**src/rtl/nand_ecc_pkg.sv**
```systemverilog
package nand_ecc_pkg;

  localparam int unsigned BYTE_W = 8;

  typedef struct packed {
    logic big;   // 512-byte block
    logic swap;  // low-line byte goes to code byte 0
  } ecc_cfg_t;

  // inverted parity of masked value
  function automatic logic inv_par(input logic [BYTE_W-1:0] v,
                                   input logic [BYTE_W-1:0] m);
    return ~(^(v & m));
  endfunction

endpackage

```
**src/rtl/nand_ecc_ctrl.sv**
```systemverilog
module nand_ecc_ctrl
  import nand_ecc_pkg::*;
#(
  parameter int unsigned SMALL_LOG2 = 8,
  localparam int unsigned IDX_W = SMALL_LOG2 + 1
) (
  input  logic             clk_i,
  input  logic             rst_ni,
  input  logic             valid_i,
  input  logic             sob_i,
  input  logic [1:0]       size_sel_i,
  input  logic             swap_i,
  output logic             acc_en_o,
  output logic             acc_clr_o,
  output logic [IDX_W-1:0] idx_o,
  output ecc_cfg_t         cfg_o,
  output logic             active_o,
  output logic             done_o
);

  logic             active_q, done_q;
  logic [IDX_W-1:0] idx_q;
  ecc_cfg_t         cfg_q, cfg_now;
  logic             start, last;
  logic [IDX_W-1:0] last_idx;

  assign start     = valid_i & sob_i;
  assign acc_en_o  = valid_i & (sob_i | active_q);
  assign acc_clr_o = start;

  always_comb begin
    cfg_now = cfg_q;
    if (start) begin
      cfg_now.big  = (size_sel_i == 2'b01);  // anything else falls back to 256
      cfg_now.swap = swap_i;
    end
  end

  assign idx_o    = start ? '0 : idx_q;
  assign last_idx = {cfg_now.big, {SMALL_LOG2{1'b1}}};
  assign last     = acc_en_o & (idx_o == last_idx);

  always_ff @(posedge clk_i or negedge rst_ni) begin
    if (!rst_ni) begin
      active_q <= 1'b0;
      idx_q    <= '0;
      cfg_q    <= '0;
      done_q   <= 1'b0;
    end else begin
      done_q <= last;
      if (start) cfg_q <= cfg_now;
      if (acc_en_o) begin
        idx_q    <= last ? '0 : idx_o + 1'b1;
        active_q <= ~last;
      end
    end
  end

  assign cfg_o    = cfg_q;
  assign active_o = active_q;
  assign done_o   = done_q;

endmodule

```
**src/rtl/nand_ecc_accum.sv**
```systemverilog
module nand_ecc_accum
  import nand_ecc_pkg::*;
#(
  parameter int unsigned IDX_W = 9
) (
  input  logic              clk_i,
  input  logic              rst_ni,
  input  logic              en_i,
  input  logic              clr_i,
  input  logic [IDX_W-1:0]  idx_i,
  input  logic [BYTE_W-1:0] data_i,
  output logic [IDX_W-1:0]  rp_even_o,
  output logic [IDX_W-1:0]  rp_odd_o,
  output logic [BYTE_W-1:0] col_o
);

  logic byte_par;
  assign byte_par = ^data_i;

  for (genvar k = 0; k < IDX_W; k++) begin : g_line
    logic ev_q, od_q;
    always_ff @(posedge clk_i or negedge rst_ni) begin
      if (!rst_ni) begin
        ev_q <= 1'b0;
        od_q <= 1'b0;
      end else if (en_i) begin
        ev_q <= (ev_q & ~clr_i) ^ (byte_par & ~idx_i[k]);
        od_q <= (od_q & ~clr_i) ^ (byte_par &  idx_i[k]);
      end
    end
    assign rp_even_o[k] = ev_q;
    assign rp_odd_o[k]  = od_q;
  end

  logic [BYTE_W-1:0] col_q;
  always_ff @(posedge clk_i or negedge rst_ni) begin
    if (!rst_ni)   col_q <= '0;
    else if (en_i) col_q <= (clr_i ? '0 : col_q) ^ data_i;
  end
  assign col_o = col_q;

endmodule

```
**src/rtl/nand_ecc_pack.sv**
```systemverilog
module nand_ecc_pack
  import nand_ecc_pkg::*;
#(
  parameter int unsigned SMALL_LOG2 = 8,
  localparam int unsigned IDX_W = SMALL_LOG2 + 1
) (
  input  logic [IDX_W-1:0]  rp_even_i,
  input  logic [IDX_W-1:0]  rp_odd_i,
  input  logic [BYTE_W-1:0] col_i,
  input  ecc_cfg_t          cfg_i,
  output logic [3*BYTE_W-1:0] code_o
);

  logic [BYTE_W-1:0] lo_line, hi_line, col_byte;

  for (genvar j = 0; j < BYTE_W/2; j++) begin : g_lines
    assign lo_line[2*j]   = ~rp_even_i[j];
    assign lo_line[2*j+1] = ~rp_odd_i[j];
    assign hi_line[2*j]   = ~rp_even_i[j+BYTE_W/2];
    assign hi_line[2*j+1] = ~rp_odd_i[j+BYTE_W/2];
  end

  assign col_byte[7] = inv_par(col_i, 8'hF0);
  assign col_byte[6] = inv_par(col_i, 8'h0F);
  assign col_byte[5] = inv_par(col_i, 8'hCC);
  assign col_byte[4] = inv_par(col_i, 8'h33);
  assign col_byte[3] = inv_par(col_i, 8'hAA);
  assign col_byte[2] = inv_par(col_i, 8'h55);
  assign col_byte[1] = cfg_i.big ? ~rp_odd_i[SMALL_LOG2]  : 1'b1;
  assign col_byte[0] = cfg_i.big ? ~rp_even_i[SMALL_LOG2] : 1'b1;

  assign code_o = cfg_i.swap ? {col_byte, hi_line, lo_line}
                             : {col_byte, lo_line, hi_line};

endmodule

```
**src/rtl/nand_ecc_gen.sv**
```systemverilog
module nand_ecc_gen
  import nand_ecc_pkg::*;
#(
  parameter int unsigned SMALL_LOG2 = 8,
  localparam int unsigned IDX_W = SMALL_LOG2 + 1
) (
  input  logic                clk_i,
  input  logic                rst_ni,
  input  logic                valid_i,
  input  logic                sob_i,
  input  logic [BYTE_W-1:0]   data_i,
  input  logic [1:0]          size_sel_i,
  input  logic                swap_i,
  output logic [3*BYTE_W-1:0] code_o,
  output logic                done_o
);

  logic             acc_en, acc_clr, active_w, cfg_big_w;
  logic [IDX_W-1:0] idx, rp_even, rp_odd;
  logic [BYTE_W-1:0] col;
  ecc_cfg_t         cfg;

  nand_ecc_ctrl #(.SMALL_LOG2(SMALL_LOG2)) u_ctrl (
    .clk_i, .rst_ni, .valid_i, .sob_i, .size_sel_i, .swap_i,
    .acc_en_o(acc_en), .acc_clr_o(acc_clr), .idx_o(idx),
    .cfg_o(cfg), .active_o(active_w), .done_o(done_o)
  );

  nand_ecc_accum #(.IDX_W(IDX_W)) u_accum (
    .clk_i, .rst_ni, .en_i(acc_en), .clr_i(acc_clr), .idx_i(idx),
    .data_i, .rp_even_o(rp_even), .rp_odd_o(rp_odd), .col_o(col)
  );

  // code is read straight from the accumulators; they hold until next start
  nand_ecc_pack #(.SMALL_LOG2(SMALL_LOG2)) u_pack (
    .rp_even_i(rp_even), .rp_odd_i(rp_odd), .col_i(col),
    .cfg_i(cfg), .code_o(code_o)
  );

  assign cfg_big_w = cfg.big;

endmodule

```
**config.mk**
```make
export PLATFORM = sky130hd
export DESIGN_NAME = nand_ecc_gen
export DESIGN_NICKNAME = d
export VERILOG_FILES = /design/src/rtl/nand_ecc_pkg.sv /design/src/rtl/nand_ecc_ctrl.sv /design/src/rtl/nand_ecc_accum.sv /design/src/rtl/nand_ecc_pack.sv /design/src/rtl/nand_ecc_gen.sv
export SDC_FILE = /design/constraint.sdc
export NUM_CORES = 1
export LEC_CHECK = 0
export BUFFER_PORTS_ARGS = -buffer_cell sky130_fd_sc_hd__buf_4
export CAP_MARGIN = 20
export CORE_ASPECT_RATIO = 0.8
export CORE_MARGIN = 4
export CORE_UTILIZATION = 55
export CTS_CLUSTER_DIAMETER = 30
export DETAILED_ROUTE_END_ITERATION = 12
export GPL_TIMING_DRIVEN = 1
export PLACE_DENSITY_LB_ADDON = 0.05
export RECOVER_POWER = 25
export SETUP_SLACK_MARGIN = 0.2
export SYNTH_ARGS = -nofsm -noshare
export SYNTH_HDL_FRONTEND = slang
export SYNTH_SLANG_ARGS = --single-unit
```
**constraint.sdc**
```tcl
create_clock -name clk_i -period 2.34 [get_ports clk_i]
set_input_delay 0.351 -clock clk_i [delete_from_list [all_inputs] [get_ports clk_i]]
set_output_delay 0.351 -clock clk_i [all_outputs]
set_load 0.01 [all_outputs]
```
==> summary.md, run 1 <==
| Metric | Value |
|---|---|
| Slew headroom | 0.3525 |
| Synth-to-Final Area Change | 19.63% |
| Max H-tree Level | 2 |
| Routed WL per cell | 15.41 um |
| Sw power | 0.9156 mW |
| Critical Path, Cell by Cell | buf_4, mux2i_1, buf_4 |
| Seq cells post-synth | 39 |
| Number of synthesized flops with an enable pin | 0 |
| Critical path depth | 3 |
| Postcts setup bufs | 0 |
| Total grt overflow | 0 |
| Largest stage delay, worst path | 0.60 ns |
| Ant. Diodes | 0 |
| Total Power | 2.469 mW |
| Min Tclk post-route | 1.919 ns |
| Syn Nets | 271 |
| Final Slew Violations | 0 |
| Antenna Nets Post-Route | 0 |
| Vias in the first global route | 1,956 |
| Final hold vios | 0 |
| Slowest stage cell, crit path | dfrtp_1 |
| Die width | 80.12 um |
| Critical path class | reg -> out |
| Crit path required time | 1.99 ns |
| Cell Area, Placed | 2649 um^2 |
| Fraction of registers with async set/reset | 1.000 |
| Cell internal pwr | 1.553 mW |
| DR pass1 iterations | 6 |
| Half-perimeter wire length after placement | 3959 um |
| Fin util | 0.7013 |
| Yosys cell types | 29 |
| Top cells by area, synth | dfrtp_1 (43%), xnor2_1 (8.8%), a21oi_1 (8.3%) |
| Routed vias/inst | 5.752 |
| # clock sinks | 39 |
| CP delay by family, top | flip-flops |
| CTS buffer count | 5 |
| Outcome | finished clean |
| Yosys warnings | 0 |
| Placer Congestion | 0.8340 |
| Commonest cells in the netlist | dfrtp_1 (39), a21oi_1 (38), nand2_1 (28) |
| Peak supply drop | 481.6 uV |
| Clock Power Share | 0.182 |
| Leak Pwr | 1.143 nW |
| Design area | 2738 um^2 |
| Crit-path max FO | 10 |
| Post-Layout Cell Count | 351 |
| Antenna violations before repair | 0 |
| Final Skew | 0.009101 ns |
| Setup TNS | 0 ns |
| CTS-repair resized insts | 0 |
| DRC viols | 0 |
| Fillers | 327 |
| Placed cells | 343 |
| Initial DRC Count | 166 |
| # IOs | 40 |
| Final period util | 0.8200 |
| Slew @ Worst Pin | 0.9713 ns |
| Final setup viols | 0 |
| Syn Area/Cell | 8.974 um^2 |
| Initial Util | 0.5862 |
| Worst-path clk slew | 0.08 ns |
| First-pass GRT wire length | 9239 um |
| R2R depth | 7 |
| PortBufs | 39 |
| Most common cell in the synthesized netlist | dfrtp_1 |
| Row count | 20 |
| Top cell by count, worst path | buf_4 |
| Clock buffer depth | 2 |
| Fmax | 521.2 MHz |
| Setup repair after global routing missed its margin | false |
| Die Y | 65.70 um |
| CP arrival | 1.57 ns |
| Ratio of cells with drive above 1 in the final layout | 0.1993 |
| Logic pwr share | 0.414 |
| Net Sw Frac | 0.3709 |
| DIE AREA | 5263 um^2 |
| Drt total wl | 5410 um |
| Setup crit start kind | register |
| Final #Nets | 311 |
| Seq/Total Area, Yosys | 0.4265 |
| Seq pwr share | 0.404 |
| Area leader, netlist | dfrtp_1 |
| Vias post-DR | 2,019 |
| Worst setup EP type | output port |
| Largest net degree at the start of global routing | 40 |
| Synth Instances | 255 |
| Worst skew pair latency | 0.30 ns |
| Core box area | 3904 um^2 |
| Worst path buffer plus inverter count | 2 |
| Synthesized area | 2288 um^2 |
| CTS Root Cell | clkbuf_8 |
| Hold WC Path Type | in -> async |
| Hold buffers post-CTS | 0 |
| CTS tree | yes |
| GRT Util Overall | 0.2266 |
| Max-cap violations | 0 |
| Yosys top cell area share | 0.4265 |
| Pwr/cell area | 901.7 nW/um^2 |
| Primary FF master, synth | dfrtp_1 |
-- area by class of cell --
cell class                      count  area [um^2]  area share
Inverter                            8        30.03     0.01097
Clock inverter                      2        12.51    0.004570
Sequential cell                    39        975.9      0.3565
Tap cell                           55        68.82     0.02514
Multi-Input combinational cell    195         1235      0.4511
Timing Repair Buffer               46        342.8      0.1252
Clock buffer                        6        72.57     0.02651
-- layout by cell type, fill, tap and decap left out, types with 5 or more instances in the layout --
master     n
nor2_1    17
a311oi_1  11
nand2_1   28
or3_1     13
nand3_1    5
xnor2_1   23
inv_1      8
dfrtp_1   39
o21ai_0   17
mux2i_1   16
a21oi_1   38
buf_4     45
clkbuf_8   5
-- power groups by stage --
stage	registers [mW]	clock network, mW	logic [mW]
after CTS	0.994	0.455	1.04
final	0.996	0.449	1.02
after floorplan	0.950	0	0.622
after global placement	0.999	0	0.997
after detailed placement	1.01	0	1.03
after global routing	1.03	0.488	1.13
-- sequential cells by signal (all words and copies together) (netlist names) --
name                 flops
u_accum.col_o            8
u_accum.g_line.ev_q      9
u_accum.g_line.od_q      9
u_ctrl.active_o          1
u_ctrl.cfg_o             2
u_ctrl.done_o            1
u_ctrl.idx_q             9
-- cells by family after synthesis --
family,count (synthesis),share of synthesized area
buffers and inverters,21,0.03663
multiplexers,16,0.06998
XOR/XNOR,28,0.1137
AO/OA/AOI/OAI,74,0.1903
flip-flops,39,0.4265
AND/OR/NAND/NOR,76,0.1575
adder cells (fa/ha/maj),1,0.005467
-- path summary, 6_finish.rpt --
path / from / to / slack [ns]
min in group clk_i: swap_i / u_ctrl.cfg_o[0] / 0.26
worst max-delay path: u_ctrl.cfg_o[0] / code_o[10] / 0.42
worst min register to register: u_ctrl.idx_q[8] / u_ctrl.idx_q[8] / 0.53
max in group asynchronous: rst_ni / u_ctrl.done_o / 1.53
worst max register to register: u_ctrl.idx_q[1] / u_ctrl.idx_q[7] / 0.45
worst min-delay path: rst_ni / u_ctrl.cfg_o[0] / 0.20
-- layer usage --
| layer | vias up | GRT usage | share of wire |
|---|---|---|---|
| li1 | 984 | - | - |
| met1 | 970 | 0.3271 | 0.49 |
| met2 | 57 | 0.3440 | 0.44 |
| met3 | 8 | 0.05753 | 0.059 |
| met4 | 0 | 0.05063 | 0.013 |
| met5 | - | 0 | 0 |
-- through the flow --
step / hold slack, ns / setup slack, ns
after CTS: 0.03130 / 0.3695
final: 0.1965 / 0.4212
after floorplan: 0.05541 / 0.3742
after global placement: 0.3469 / 0.2001
after global routing: 0.2575 / 0.2285
after detailed placement: 0.3518 / 0.1439
Note: power is estimated with default switching activity, not from simulation.
==> run 2: changes to the inputs <==
- clock period: 2.34 -> 1.96 ns (I/O delays scaled with it)
==> run 2 against run 1 <==
  * Non-clock buffer count grew 13
  * Wire length increased by 1.7%
  * Final area rose by 6.7%
  * Global-route usage rose by 0.48 points
  * Combinational power grew 27%
  * Power rose by 28%
  * Final cell count increased by 3.7%
  * Utilization grew 4.7 points
  * Sequential cell count is the same
  * Clock skew decreased by 0.0031 ns
  * Critical path type is now reg -> reg
  * Register-to-register slack got worse by 0.23 ns
  * Hold slack improved by 0.014 ns
==> summary.md, run 2 (synthesis gave the netlist of run 1 again) <==
| Metric | Value |
|---|---|
| Slew headroom | 0.3461 |
| Leak Pwr | 1.254 nW |
| Crit path required time | 2.14 ns |
| PortBufs | 39 |
| Final hold vios | 0 |
| Final period util | 0.8866 |
| Placed cells | 354 |
| Fmax | 575.5 MHz |
| HP Start | swap_i |
| DRC viols | 0 |
| Vias post-DR | 2,076 |
| Largest regs | u_accum.g_line.ev_q: 9 flops, u_accum.g_line.od_q: 9 flops, u_ctrl.idx_q: 9 flops |
| Largest net degree at the start of global routing | 40 |
| Peak supply drop | 587.1 uV |
| First-pass GRT wire length | 9473 um |
| Initial DRC Count | 122 |
| Final Slew Violations | 0 |
| Reg2reg start | u_ctrl.idx_q[1] |
| Critical path class | reg -> reg |
| Row count | 20 |
| CTS Root Cell | clkbuf_8 |
| Outcome | finished clean |
| Max-cap violations | 0 |
| Worst setup EP type | register |
| Setup repair after global routing missed its margin | true |
| Fillers | 304 |
| Setup crit start kind | register |
| Area of the multi-input gates | 1290 um^2 |
| Reg area | 977.2 um^2 |
| Worst r2r dst | u_ctrl.idx_q[6] |
| Die width | 80.12 um |
| Min Tclk post-route | 1.738 ns |
| Synth-to-Final Area Change | 27.67% |
| Drt total wl | 5500 um |
| GRT Util Overall | 0.2315 |
| Hold slack | 0.2108 ns |
| Antenna violations before repair | 0 |
| # IOs | 40 |
| Vias in the first global route | 2,051 |
| CTS buffer count | 5 |
| Flop-to-flop setup slack | 0.22 ns |
| Max H-tree Level | 2 |
| Clock buffer depth | 2 |
| Placer Congestion | 0.8693 |
| Total Power | 3.153 mW |
| Ant. Diodes | 0 |
| DR pass1 iterations | 4 |
| Slew @ Worst Pin | 0.9808 ns |
| Half-perimeter wire length after placement | 4021 um |
| DIE AREA | 5263 um^2 |
| Crit-path max FO | 3 |
| Core box area | 3904 um^2 |
| Die Y | 65.70 um |
| Routed vias/inst | 5.703 |
| # clock sinks | 39 |
| Setup TNS | 0 ns |
| Hold Path Stages | 3 |
| Fin util | 0.7484 |
| Hold WC Path Type | in -> reg |
| CP arrival | 1.92 ns |
| Ratio of cells with drive above 1 in the final layout | 0.2654 |
| Min-Delay Endpoint | u_ctrl.cfg_o[0] |
| Antenna Nets Post-Route | 0 |
| Commonest cells after routing, fill and taps aside | buf_4 (57), a21oi_1 (38), dfrtp_1 (38), nand2_1 (26), xnor2_1 (22) |
| Routed WL per cell | 15.11 um |
| Initial Util | 0.5862 |
| R2R depth | 7 |
| Post-Layout Cell Count | 364 |
| Pwr/cell area | 1079 nW/um^2 |
| CTS tree | yes |
| Worst skew pair latency | 0.29 ns |
| Final Skew | 0.006028 ns |
| Total grt overflow | 0 |
| Worst-path clk slew | 0.08 ns |
| Final setup viols | 0 |
| Final #Nets | 324 |
| Most common cell after layout, fill and taps aside | buf_4 |
-- run 2: changes by cell type in the layout (fill, tap and decap cells not counted), moves of 2 or more --
cell	delta
nand2_1	-2
and2_1	-2
and2_4	+2
buf_4	+12
-- run 2: cell type report --
class	instances	area share
clock buffers	5	0.02355
clock inverters	3	0.01499
inverters	8	0.01028
multi-input cells	195	0.4415
flip-flops and latches	39	0.3345
well taps	55	0.02355
repair buffers	59	0.1516
-- run 2: report_power, final --
group,internal [mW],leakage [nW],total (mW),switching [mW]
logic,0.679,0.703,1.30,0.622
registers,0.980,0.493,1.18,0.204
clock network,0.379,0.0581,0.668,0.289
-- run 2: worst max-delay path by stage --
stage,from,end,slack [ns],cells after the start
floorplan,valid_i,u_ctrl.idx_q[6],0.19,9
global placement,data_i[7],u_accum.g_line[0].ev_q,0.08,7
detailed placement,data_i[7],u_accum.g_line[7].ev_q,0.04,8
CTS,u_ctrl.idx_q[1],u_ctrl.idx_q[6],0.21,7
global route,u_ctrl.idx_q[1],u_ctrl.idx_q[6],0.15,7
finish,u_ctrl.idx_q[1],u_ctrl.idx_q[6],0.22,7
-- run 2: worst max-delay path, cell delays in order, from the launching register on --
cell and delay [ns]:
dfrtp_1 0.38, and2_4 0.17, ha_4 0.13, nand2_2 0.07
or3_4 0.34, or3_1 0.33, xnor2_1 0.15, nor2_1 0.05
-- run 2: metrics by stage --
step,cell area (um^2),worst slack [ns]
finish,2922,0.2223
global route,2922,0.1514
CTS,2893,0.2129
detailed placement,2765,0.04351
global placement,2765,0.08167
floorplan,2338,0.1876
-- run 2: routing by layer --
metal / wire, um / up-vias / global-route usage
met5: 0 / - / 0
met4: 22 / 0 / 0.05907
met3: 302 / 4 / 0.03973
met2: 2541 / 58 / 0.3678
met1: 2634 / 997 / 0.3286
li1: - / 1017 / -
-- run 2: timing repair --
| action | CTS | global route |
|---|---|---|
| endpoints found under the hold margin | 39 | 0 |
| hold buffers | 1 | 0 |
| setup buffers | 0 | 1 |
| resized for setup | 1 | 5 |
| endpoints found under the setup margin | 3 | 7 |
